**config.mk**
```make
export PLATFORM = sky130hd
export DESIGN_NAME = psram_pwr_seq
export DESIGN_NICKNAME = d
export VERILOG_FILES = /design/src/rtl/psram_pwr_pkg.sv /design/src/rtl/psram_pwr_dp.sv /design/src/rtl/psram_pwr_ctl.sv /design/src/rtl/psram_pwr_seq.sv
export SDC_FILE = /design/constraint.sdc
export NUM_CORES = 1
export LEC_CHECK = 0
export ABC_AREA = 0
export BUFFER_PORTS_ARGS = -buffer_cell sky130_fd_sc_hd__buf_2
export CAP_MARGIN = 30
export CORE_AREA = 2 2 51 53
export DETAILED_ROUTE_END_ITERATION = 10
export DIE_AREA = 0 0 53 55
export GPL_ROUTABILITY_DRIVEN = 0
export GPL_TIMING_DRIVEN = 0
export PLACE_DENSITY = 0.8
export SYNTH_ARGS = -nofsm -noshare
export SYNTH_HDL_FRONTEND = slang
export SYNTH_SLANG_ARGS = --single-unit
```
**constraint.sdc**
```tcl
create_clock -name clk -period 3.35 [get_ports clk]
set_input_delay 0.8375 -clock clk [delete_from_list [all_inputs] [get_ports clk]]
set_output_delay 0.8375 -clock clk [all_outputs]
set_load 0.01 [all_outputs]
```
**src/rtl/psram_pwr_pkg.sv**
```systemverilog
package psram_pwr_pkg;

  typedef enum logic [2:0] {
    S_PUP_LOW,
    S_PUP_HOLD,
    S_ACTIVE,
    S_SETUP,
    S_ENTRY,
    S_DOWN,
    S_EXIT
  } seqState_t;

  typedef enum logic [2:0] {
    D_PWRUP,
    D_LONG,
    D_SETUP,
    D_ENTRY,
    D_EXIT
  } durSel_t;

  typedef struct packed {
    logic    load;
    durSel_t sel;
    logic    capMode;
    logic    armSleep;
    logic    clrSleep;
    logic    armWake;
    logic    clrWake;
  } seqStrobe_t;

  function automatic int nsToCycles(input int ns, input int periodNs);
    int c;
    c = (ns + periodNs - 1) / periodNs;
    return (c < 1) ? 1 : c;
  endfunction

endpackage

```
**src/rtl/psram_pwr_dp.sv**
```systemverilog
module psram_pwr_dp
  import psram_pwr_pkg::*;
#(
  parameter int PWRUP_CYC = 2500,
  parameter int LONG_CYC  = 15000,
  parameter int SHORT_CYC = 4,
  parameter int SETUP_CYC = 1,
  parameter int ENTRY_CYC = 4,
  parameter int MODE_W    = 2
) (
  input  logic              clk,
  input  logic              rstN,
  input  seqStrobe_t        str,
  input  logic              sleepReq,
  input  logic              wakeReq,
  input  logic [MODE_W-1:0] retainMode,
  output logic              cntDone,
  output logic              sleepSeen,
  output logic              wakeSeen,
  output logic              shortExit
);

  localparam int CNT_W = $clog2(PWRUP_CYC + LONG_CYC + SHORT_CYC + SETUP_CYC + ENTRY_CYC + 1);

  logic [CNT_W-1:0] cnt;
  logic [CNT_W-1:0] loadVal;
  logic             sleepPend;
  logic             wakePend;

  always_comb begin
    case (str.sel)
      D_PWRUP: loadVal = CNT_W'(PWRUP_CYC - 1);
      D_LONG:  loadVal = CNT_W'(LONG_CYC - 1);
      D_SETUP: loadVal = CNT_W'(SETUP_CYC - 1);
      D_ENTRY: loadVal = CNT_W'(ENTRY_CYC - 1);
      D_EXIT:  loadVal = shortExit ? CNT_W'(SHORT_CYC - 1) : CNT_W'(LONG_CYC - 1);
      default: loadVal = CNT_W'(LONG_CYC - 1);
    endcase
  end

  always_ff @(posedge clk or negedge rstN) begin
    if (!rstN) begin
      cnt <= CNT_W'(PWRUP_CYC - 1);
    end else if (str.load) begin
      cnt <= loadVal;
    end else if (cnt != '0) begin
      cnt <= cnt - 1'b1;
    end
  end

  assign cntDone = (cnt == '0);

  always_ff @(posedge clk or negedge rstN) begin
    if (!rstN) begin
      sleepPend <= 1'b0;
      wakePend  <= 1'b0;
      shortExit <= 1'b0;
    end else begin
      if (str.clrSleep)                 sleepPend <= 1'b0;
      else if (str.armSleep && sleepReq) sleepPend <= 1'b1;
      if (str.clrWake)                  wakePend <= 1'b0;
      else if (str.armWake && wakeReq)  wakePend <= 1'b1;
      if (str.capMode)                  shortExit <= (retainMode != '0);
    end
  end

  assign sleepSeen = sleepPend | sleepReq;
  assign wakeSeen  = wakePend | wakeReq;

  // a wake seen during entry/down is held until served
  p_wake_latch_r8: assert property (@(posedge clk) disable iff (!rstN)
    (str.armWake && !str.clrWake && wakeReq) |=> wakePend);

  // the exit-hold choice only changes at capture
  p_mode_hold_r10: assert property (@(posedge clk) disable iff (!rstN)
    !str.capMode |=> $stable(shortExit));

endmodule

```
**src/rtl/psram_pwr_ctl.sv**
```systemverilog
module psram_pwr_ctl
  import psram_pwr_pkg::*;
(
  input  logic       clk,
  input  logic       rstN,
  input  logic       supplyGood,
  input  logic       ctrlCeN,
  input  logic       cntDone,
  input  logic       sleepSeen,
  input  logic       wakeSeen,
  output seqStrobe_t str,
  output logic       enHigh,
  output logic       enLowN,
  output logic       ready,
  output logic       dataHiZ
);

  seqState_t state, nextState;

  always_ff @(posedge clk or negedge rstN) begin
    if (!rstN) state <= S_PUP_LOW;
    else       state <= nextState;
  end

  always_comb begin
    nextState = state;
    str       = '{load: 1'b0, sel: D_PWRUP, capMode: 1'b0, armSleep: 1'b0,
                  clrSleep: 1'b0, armWake: 1'b0, clrWake: 1'b0};
    case (state)
      S_PUP_LOW: begin
        if (!supplyGood) begin
          str.load = 1'b1;
          str.sel  = D_PWRUP;
        end else if (cntDone) begin
          nextState = S_PUP_HOLD;
          str.load  = 1'b1;
          str.sel   = D_LONG;
        end
      end
      S_PUP_HOLD: begin
        if (cntDone) nextState = S_ACTIVE;
      end
      S_ACTIVE: begin
        if (sleepSeen && ctrlCeN) begin
          nextState    = S_SETUP;
          str.load     = 1'b1;
          str.sel      = D_SETUP;
          str.capMode  = 1'b1;
          str.clrSleep = 1'b1;
        end else begin
          str.armSleep = 1'b1;
        end
      end
      S_SETUP: begin
        if (cntDone) begin
          nextState = S_ENTRY;
          str.load  = 1'b1;
          str.sel   = D_ENTRY;
        end
      end
      S_ENTRY: begin
        str.armWake = 1'b1;
        if (cntDone) begin
          if (wakeSeen) begin
            nextState   = S_EXIT;
            str.load    = 1'b1;
            str.sel     = D_EXIT;
            str.clrWake = 1'b1;
          end else begin
            nextState = S_DOWN;
          end
        end
      end
      S_DOWN: begin
        str.armWake = 1'b1;
        if (wakeSeen) begin
          nextState   = S_EXIT;
          str.load    = 1'b1;
          str.sel     = D_EXIT;
          str.clrWake = 1'b1;
        end
      end
      S_EXIT: begin
        if (cntDone) nextState = S_ACTIVE;
      end
      default: nextState = S_PUP_LOW;
    endcase
  end

  always_comb begin
    enHigh  = !(state == S_PUP_LOW || state == S_ENTRY || state == S_DOWN);
    ready   = (state == S_ACTIVE);
    enLowN  = ready ? ctrlCeN : 1'b1;
    dataHiZ = !ready;
  end

  // device never selected while the power control is low
  p_deselect_down_r4: assert property (@(posedge clk) disable iff (!rstN)
    !enHigh |-> enLowN);

  // an open access keeps the block in service
  p_defer_r5: assert property (@(posedge clk) disable iff (!rstN)
    (state == S_ACTIVE && !ctrlCeN) |=> (state == S_ACTIVE));

  // the minimum low time is not cut short
  p_entry_hold_r8: assert property (@(posedge clk) disable iff (!rstN)
    (state == S_ENTRY && !cntDone) |=> !enHigh);

  // ready stays low through the exit hold
  p_exit_hold_r10: assert property (@(posedge clk) disable iff (!rstN)
    (state == S_EXIT && !cntDone) |=> !ready);

  // bus released whenever powered down
  p_hiz_down_r11: assert property (@(posedge clk) disable iff (!rstN)
    !enHigh |-> dataHiZ);

endmodule

```
**src/rtl/psram_pwr_seq.sv**
```systemverilog
module psram_pwr_seq
  import psram_pwr_pkg::*;
#(
  parameter int CLK_PERIOD_NS  = 20,
  parameter int PWRUP_LOW_NS   = 50000,
  parameter int LONG_HOLD_NS   = 300000,
  parameter int SHORT_HOLD_NS  = 65,
  parameter int ENTRY_SETUP_NS = 10,
  parameter int ENTRY_HOLD_NS  = 65,
  parameter int MODE_W         = 2
) (
  input  logic              clk,
  input  logic              rstN,
  input  logic              supplyGood,
  input  logic              sleepReq,
  input  logic              wakeReq,
  input  logic [MODE_W-1:0] retainMode,
  input  logic              ctrlCeN,
  output logic              enHigh,
  output logic              enLowN,
  output logic              dataHiZ,
  output logic              ready
);

  localparam int PWRUP_CYC = nsToCycles(PWRUP_LOW_NS, CLK_PERIOD_NS);
  localparam int LONG_CYC  = nsToCycles(LONG_HOLD_NS, CLK_PERIOD_NS);
  localparam int SHORT_CYC = nsToCycles(SHORT_HOLD_NS, CLK_PERIOD_NS);
  localparam int SETUP_CYC = nsToCycles(ENTRY_SETUP_NS, CLK_PERIOD_NS);
  localparam int ENTRY_CYC = nsToCycles(ENTRY_HOLD_NS, CLK_PERIOD_NS);

  seqStrobe_t str;
  logic       cntDone;
  logic       sleepSeen;
  logic       wakeSeen;
  logic       shortExit;

  psram_pwr_ctl u_ctl (
    .clk       (clk),
    .rstN      (rstN),
    .supplyGood(supplyGood),
    .ctrlCeN   (ctrlCeN),
    .cntDone   (cntDone),
    .sleepSeen (sleepSeen),
    .wakeSeen  (wakeSeen),
    .str       (str),
    .enHigh    (enHigh),
    .enLowN    (enLowN),
    .ready     (ready),
    .dataHiZ   (dataHiZ)
  );

  psram_pwr_dp #(
    .PWRUP_CYC(PWRUP_CYC),
    .LONG_CYC (LONG_CYC),
    .SHORT_CYC(SHORT_CYC),
    .SETUP_CYC(SETUP_CYC),
    .ENTRY_CYC(ENTRY_CYC),
    .MODE_W   (MODE_W)
  ) u_dp (
    .clk       (clk),
    .rstN      (rstN),
    .str       (str),
    .sleepReq  (sleepReq),
    .wakeReq   (wakeReq),
    .retainMode(retainMode),
    .cntDone   (cntDone),
    .sleepSeen (sleepSeen),
    .wakeSeen  (wakeSeen),
    .shortExit (shortExit)
  );

endmodule

```
# --- Word-level counts from Yosys, hierarchy flattened ---
# Index checks and enable logic that the tools add are counted.
word_totals:
  output_inout_bits: 4
  in_bits: 8
  wordCells: 72
  regBits: 21
op_classes:
  muxes: 31
  n_addsub: 1
  reduce_logical: 17
  eq_ne: 16
  bitwise: 2
op_table:
  columns: ["cell", "n"]
  rows:
  - ["15-bit case mux with 4 select lines", 1]
  - ["15-bit 2-to-1 mux", 2]
  - ["3-bit 2-to-1 mux", 8]
  - ["4-bit 2-to-1 mux", 5]
  - ["4-bit case mux with 5 select lines", 1]
  - ["3-bit case mux with 6 select lines", 1]
  - ["15-bit zero test", 1]
  - ["15-bit nonzero test", 1]
  - ["15-bit by 1-bit subtractor with 15-bit output, second input constant", 1]
  - ["14-bit 2-to-1 mux", 1]
  - ["3-bit by 2-bit equality test with 1-bit output, second input constant", 4]
  - ["3-bit equality test, second input constant", 4]
  - ["1-bit 2-to-1 mux", 9]
  - ["2-bit inequality test, second input constant", 4]
  - ["2-bit nonzero test", 4]
  - ["7-bit AND reduction", 1]
  - ["3-bit zero test", 2]
  - ["2-bit by 1-bit inequality test with 1-bit output, second input constant", 3]
  - ["5-bit 2-to-1 mux", 1]
  - ["2-bit case mux with 2 select lines", 1]
  - ["3-bit by 1-bit equality test with 1-bit output, second input constant", 1]
  - ["1-bit logical AND", 3]
  - ["1-bit zero test", 2]
  - ["1-bit logical OR", 2]
  - ["other kinds (3)", 4]

# --- Depth between registers and ports, before layout ---
depth:
  ltp_word: 7
  mapped_depth: 9

# --- Hierarchy ---
# From an unflattened synthesis, not the netlist that was laid out.
hier_totals:
  cells_unflattened: 150
  area_unflattened_um2: 1363.8
modules_own_cells:
  columns: ["module", "area_each_um2", "cells_per_inst", "instances", "seq_area_each_um2"]
  rows:
  - ["psram_pwr_dp", 1021.0, 107, 1, 457.9]
  - ["psram_pwr_ctl", 342.8, 43, 1, 75.1]

# --- Worst setup path before layout ---
# Ideal clock, no wire load.
synth_path:
  path_kind: "reg-to-output"
  startpoint: "register u_ctl.state[1]"
  endpoint: "output enLowN"
  path_slack_ps: 1080
  t_required_ps: 2513
  arrival_time_ps: 1433
  path_stages_with_launch: 6
  path_cell_list: "dfrtp_1 > clkbuf_1 > inv_1 > or3_1 > inv_1 > nand2b_1"
synth_between:
  elab_chain_cells: 2
synth_rtl:
  columns: ["element", "line", "source"]
  rows:
  - ["from (decl)", "psram_pwr_ctl.sv:18", "seqState_t state, nextState;"]
  - ["from (signal assigned)", "psram_pwr_ctl.sv:22", "else state <= nextState;"]
  - ["3-bit by 2-bit equality test with 1-bit output", "psram_pwr_ctl.sv:92", "ready = (state == S_ACTIVE);"]
  - ["net ready", "psram_pwr_seq.sv:22", "output logic ready"]
  - ["1-bit 2-to-1 mux", "psram_pwr_ctl.sv:93", "enLowN = ready ? ctrlCeN : 1'b1;"]
  - ["to (decl)", "psram_pwr_seq.sv:20", "output logic enLowN,"]
# The timed path passes the listed nets, and every way through them passes these cells.

# --- Worst setup path after layout ---
layout_path:
  startpoint: "register u_ctl.state[1]"
  endpoint: "output enLowN"
layout_between:
  elab_chain_cells: 2
layout_rtl:
  columns: ["element", "line"]
  rows:
  - ["3-bit by 2-bit equality test with 1-bit output", "psram_pwr_ctl.sv:92"]
  - ["1-bit 2-to-1 mux", "psram_pwr_ctl.sv:93"]
# No other way between the ends.

==> run metrics <==
clk buf depth=2; pin count of the biggest net entering global routing=22; Layout fillers=roughly 210; Fmax achieved=roughly 360 MHz; R2R depth=7; crit path time final=approximately 2.8 ns; CTS buffer count=3; Least-Margin Pin Slew=about 1.0 ns; starting density of the core=0.564; Arrival @ worst endpoint=1.91 ns; GRT Total Usage=0.222; share of layout cells above drive strength 1=0.179; Cell Pwr Density=just over 800 nW/um^2; worst reg2reg endpoint=u_dp.cnt[13]$_DFFE_PN0P_; CP peak stage delay=just over 0.4 ns; clock slew at reported path FFs=between 0.1 and 0.15 ns; top-count cell post-synth=nor2_1; Post-Syn Instances=~150; Max Fanout on Critical Path=10; Starting DRT DRC Count=15; Syn Std Cell Area=1330 um^2; r2r setup slk=approximately 0.9 ns; max-slew violation count=0; post-DR wirelength/cell=between 10 and 15 um; combinational share of power=0.489; Setup Skew=about 0.0016 ns; post-route ant nets=0; Max VDD drop=~510 uV; crit start category=flop; outcome=completed; DR vias/cell=~5.9; Setup TNS=0 ns; Net Sw Power=roughly 500 uW; Critical path destination=enLowN; Setup Buffers After CTS=0; register bit total from synthesis=21; Synth cell types=40; Synth-to-Final Area Change=8.91%; TritonCTS clock tree=built; Synth top cells by count=nor2_1 (19), dfrtp_1 (15), a21oi_1 (10); CP delay by family, top=buffers and inverters; Synth async-reset ratio=1.00; n_diodes=0; number of synthesis warnings=0; register area=533 um^2; drt total wl=roughly 2700 um; DRT Pass-1 Iters=4; Worst setup EP type=output pin; first-pass GRT wire length=roughly 4700 um; final worst-path cycle share=0.821; cells along the critical path=clkbuf_1 > inv_1 > or3_1 > inv_1 > nand2b_1 > buf_2; worst r2r src=u_dp.cnt[3]$_DFFE_PN0P_; Die W=53 um; post-CTS resize count=0; cell taking the most area after synthesis=dfrtp_1; post-synth top area share=0.281; Hold Violations, Final=0; fin util=0.614; later-pin clock latency in the skew report=~0.3 ns; vias=between 1000 and 1500; grt total ovfl=0; Setup crit start=u_ctl.state[1]$_DFFE_PN0P_; largest cells by area after synthesis=dfrtp_1 (28%), dfstp_2 (12%), nor2_1 (5.3%); PortBufs=11; core area=2360 um^2; post-cts hold buffer count=0; crit path buf inv count=4; cell internal pwr=~700 uW; Hold Slack=0.466 ns; Relative slew margins=0.295; DP Wirelength=2020 um; Clock Sinks=21; H-tree depth=1; most used cell, CP=inv_1; syn avg cell area=9.07 um^2; Hold WC Path Type=in2async; clock share of power=0.101; RSZ-0062 raised after global routing=no; CP Class=reg2out; WP data required=2.51 ns; die height=about 55 um; Finish-stage setup viols=0; Die Area=slightly below 3000 um^2; register area share after synthesis=0.400; # DRC=0; Final Net Count=173; antenna violations before repair=0; Primary FF master, synth=dfrtp_1; number of global-route vias before repair=roughly 1000; Sw Share=0.414; EDFF count, synth=0; Seq pwr share=0.409; Stages on worst setup path=6; syn nets=between 150 and 200; Cell Rows=18; multi-input logic area=744 um^2; clock root cell=clkbuf_4; max cap viols=0; slowest CP cell=or3_1; I/O Pins=12; leak pwr=~0.62 nW
-- routing by layer --
metal / GRT usage / share of wire / up-vias
li1: - / - / 559
met1: 0.272 / 0.44 / 557
met2: 0.396 / 0.51 / 21
met3: 0.0349 / 0.028 / 5
met4: 0.0855 / 0.017 / 0
met5: 0 / 0 / -
-- cell usage in the layout (no fill, tap or decap), types with 2 or more instances in the layout --
| cell | instances |
|---|---|
| buf_2 | 11 |
| clkbuf_1 | 5 |
| nand3_1 | 2 |
| inv_1 | 4 |
| o211ai_1 | 2 |
| dfstp_2 | 6 |
| nand4_1 | 2 |
| o21a_1 | 5 |
| nor2_1 | 19 |
| nor3b_1 | 2 |
| or4_4 | 3 |
| xor2_1 | 7 |
| o21ba_2 | 2 |
| nand4b_1 | 2 |
| clkbuf_4 | 3 |
| dfrtp_1 | 15 |
| or3_1 | 3 |
| nor4_1 | 6 |
| buf_6 | 2 |
| nor3_1 | 7 |
| nand2_1 | 7 |
| ha_1 | 2 |
| xnor2_1 | 7 |
| nand2b_1 | 7 |
| o21ai_0 | 5 |
| a21oi_1 | 10 |
-- final cells by class --
type	count	area share
multi-input cells	115	0.512
plain buffers	7	0.0284
well taps	30	0.0258
inverters	4	0.0103
clock buffers	4	0.0181
flip-flops and latches	21	0.367
repair buffers	11	0.0379
-- kinds of logic after synthesis --
family | count (synthesis) | share of synthesized area
xor gates and xnor gates | 14 | 0.0919
and+or+nand+nor | 65 | 0.266
DFF | 21 | 0.400
adders and majority gates | 2 | 0.0188
AOI/OAI and AO/OA | 33 | 0.174
muxes | 1 | 0.00750
buffers and inverters | 11 | 0.0422
-- registers in the layout, indices dropped and copies added, names as in the netlist --
register,count
u_dp.shortExit,1
u_dp.cnt,15
u_dp.sleepPend,1
u_ctl.state,3
u_dp.wakePend,1
-- power groups by stage --
| stage | registers [mW] | logic (mW) | clock network [mW] |
|---|---|---|---|
| 3_3_place_gp | 0.481 | 0.556 | 0 |
| 6_report | 0.484 | 0.579 | 0.120 |
| 2_1_floorplan | 0.457 | 0.471 | 0 |
| 4_1_cts | 0.481 | 0.581 | 0.125 |
| 5_1_grt | 0.499 | 0.655 | 0.139 |
| 3_5_place_dp | 0.484 | 0.576 | 0 |
-- per-stage QoR --
stage	cells	total power [mW]	instance area (um^2)	setup WS [ns]
global placement	188	1.04	1430	0.939
global route	192	1.29	1450	0.436
finish	192	1.18	1450	0.600
CTS	192	1.19	1450	0.604
detailed placement	188	1.06	1430	0.929
floorplan	147	0.927	1330	1.08
-- how the worst min path moves through the flow --
| stage | from | end | slack [ns] | cells after the start |
|---|---|---|---|---|
| 6_report | rstN | u_ctl.state[1]$_DFFE_PN0P_ | 0.47 | 1 |
| 5_1_grt | rstN | u_ctl.state[2]$_DFFE_PN0P_ | 0.48 | 1 |
| 4_1_cts | rstN | u_ctl.state[0]$_DFFE_PN0P_ | 0.47 | 1 |
| 3_5_place_dp | u_dp.shortExit$_DFFE_PN0P_ | u_dp.shortExit$_DFFE_PN0P_ | 0.51 | 2 |
| 3_3_place_gp | u_dp.shortExit$_DFFE_PN0P_ | u_dp.shortExit$_DFFE_PN0P_ | 0.51 | 2 |
| 2_1_floorplan | u_dp.shortExit$_DFFE_PN0P_ | u_dp.shortExit$_DFFE_PN0P_ | 0.47 | 2 |
Power figures use the tool's default switching activity.
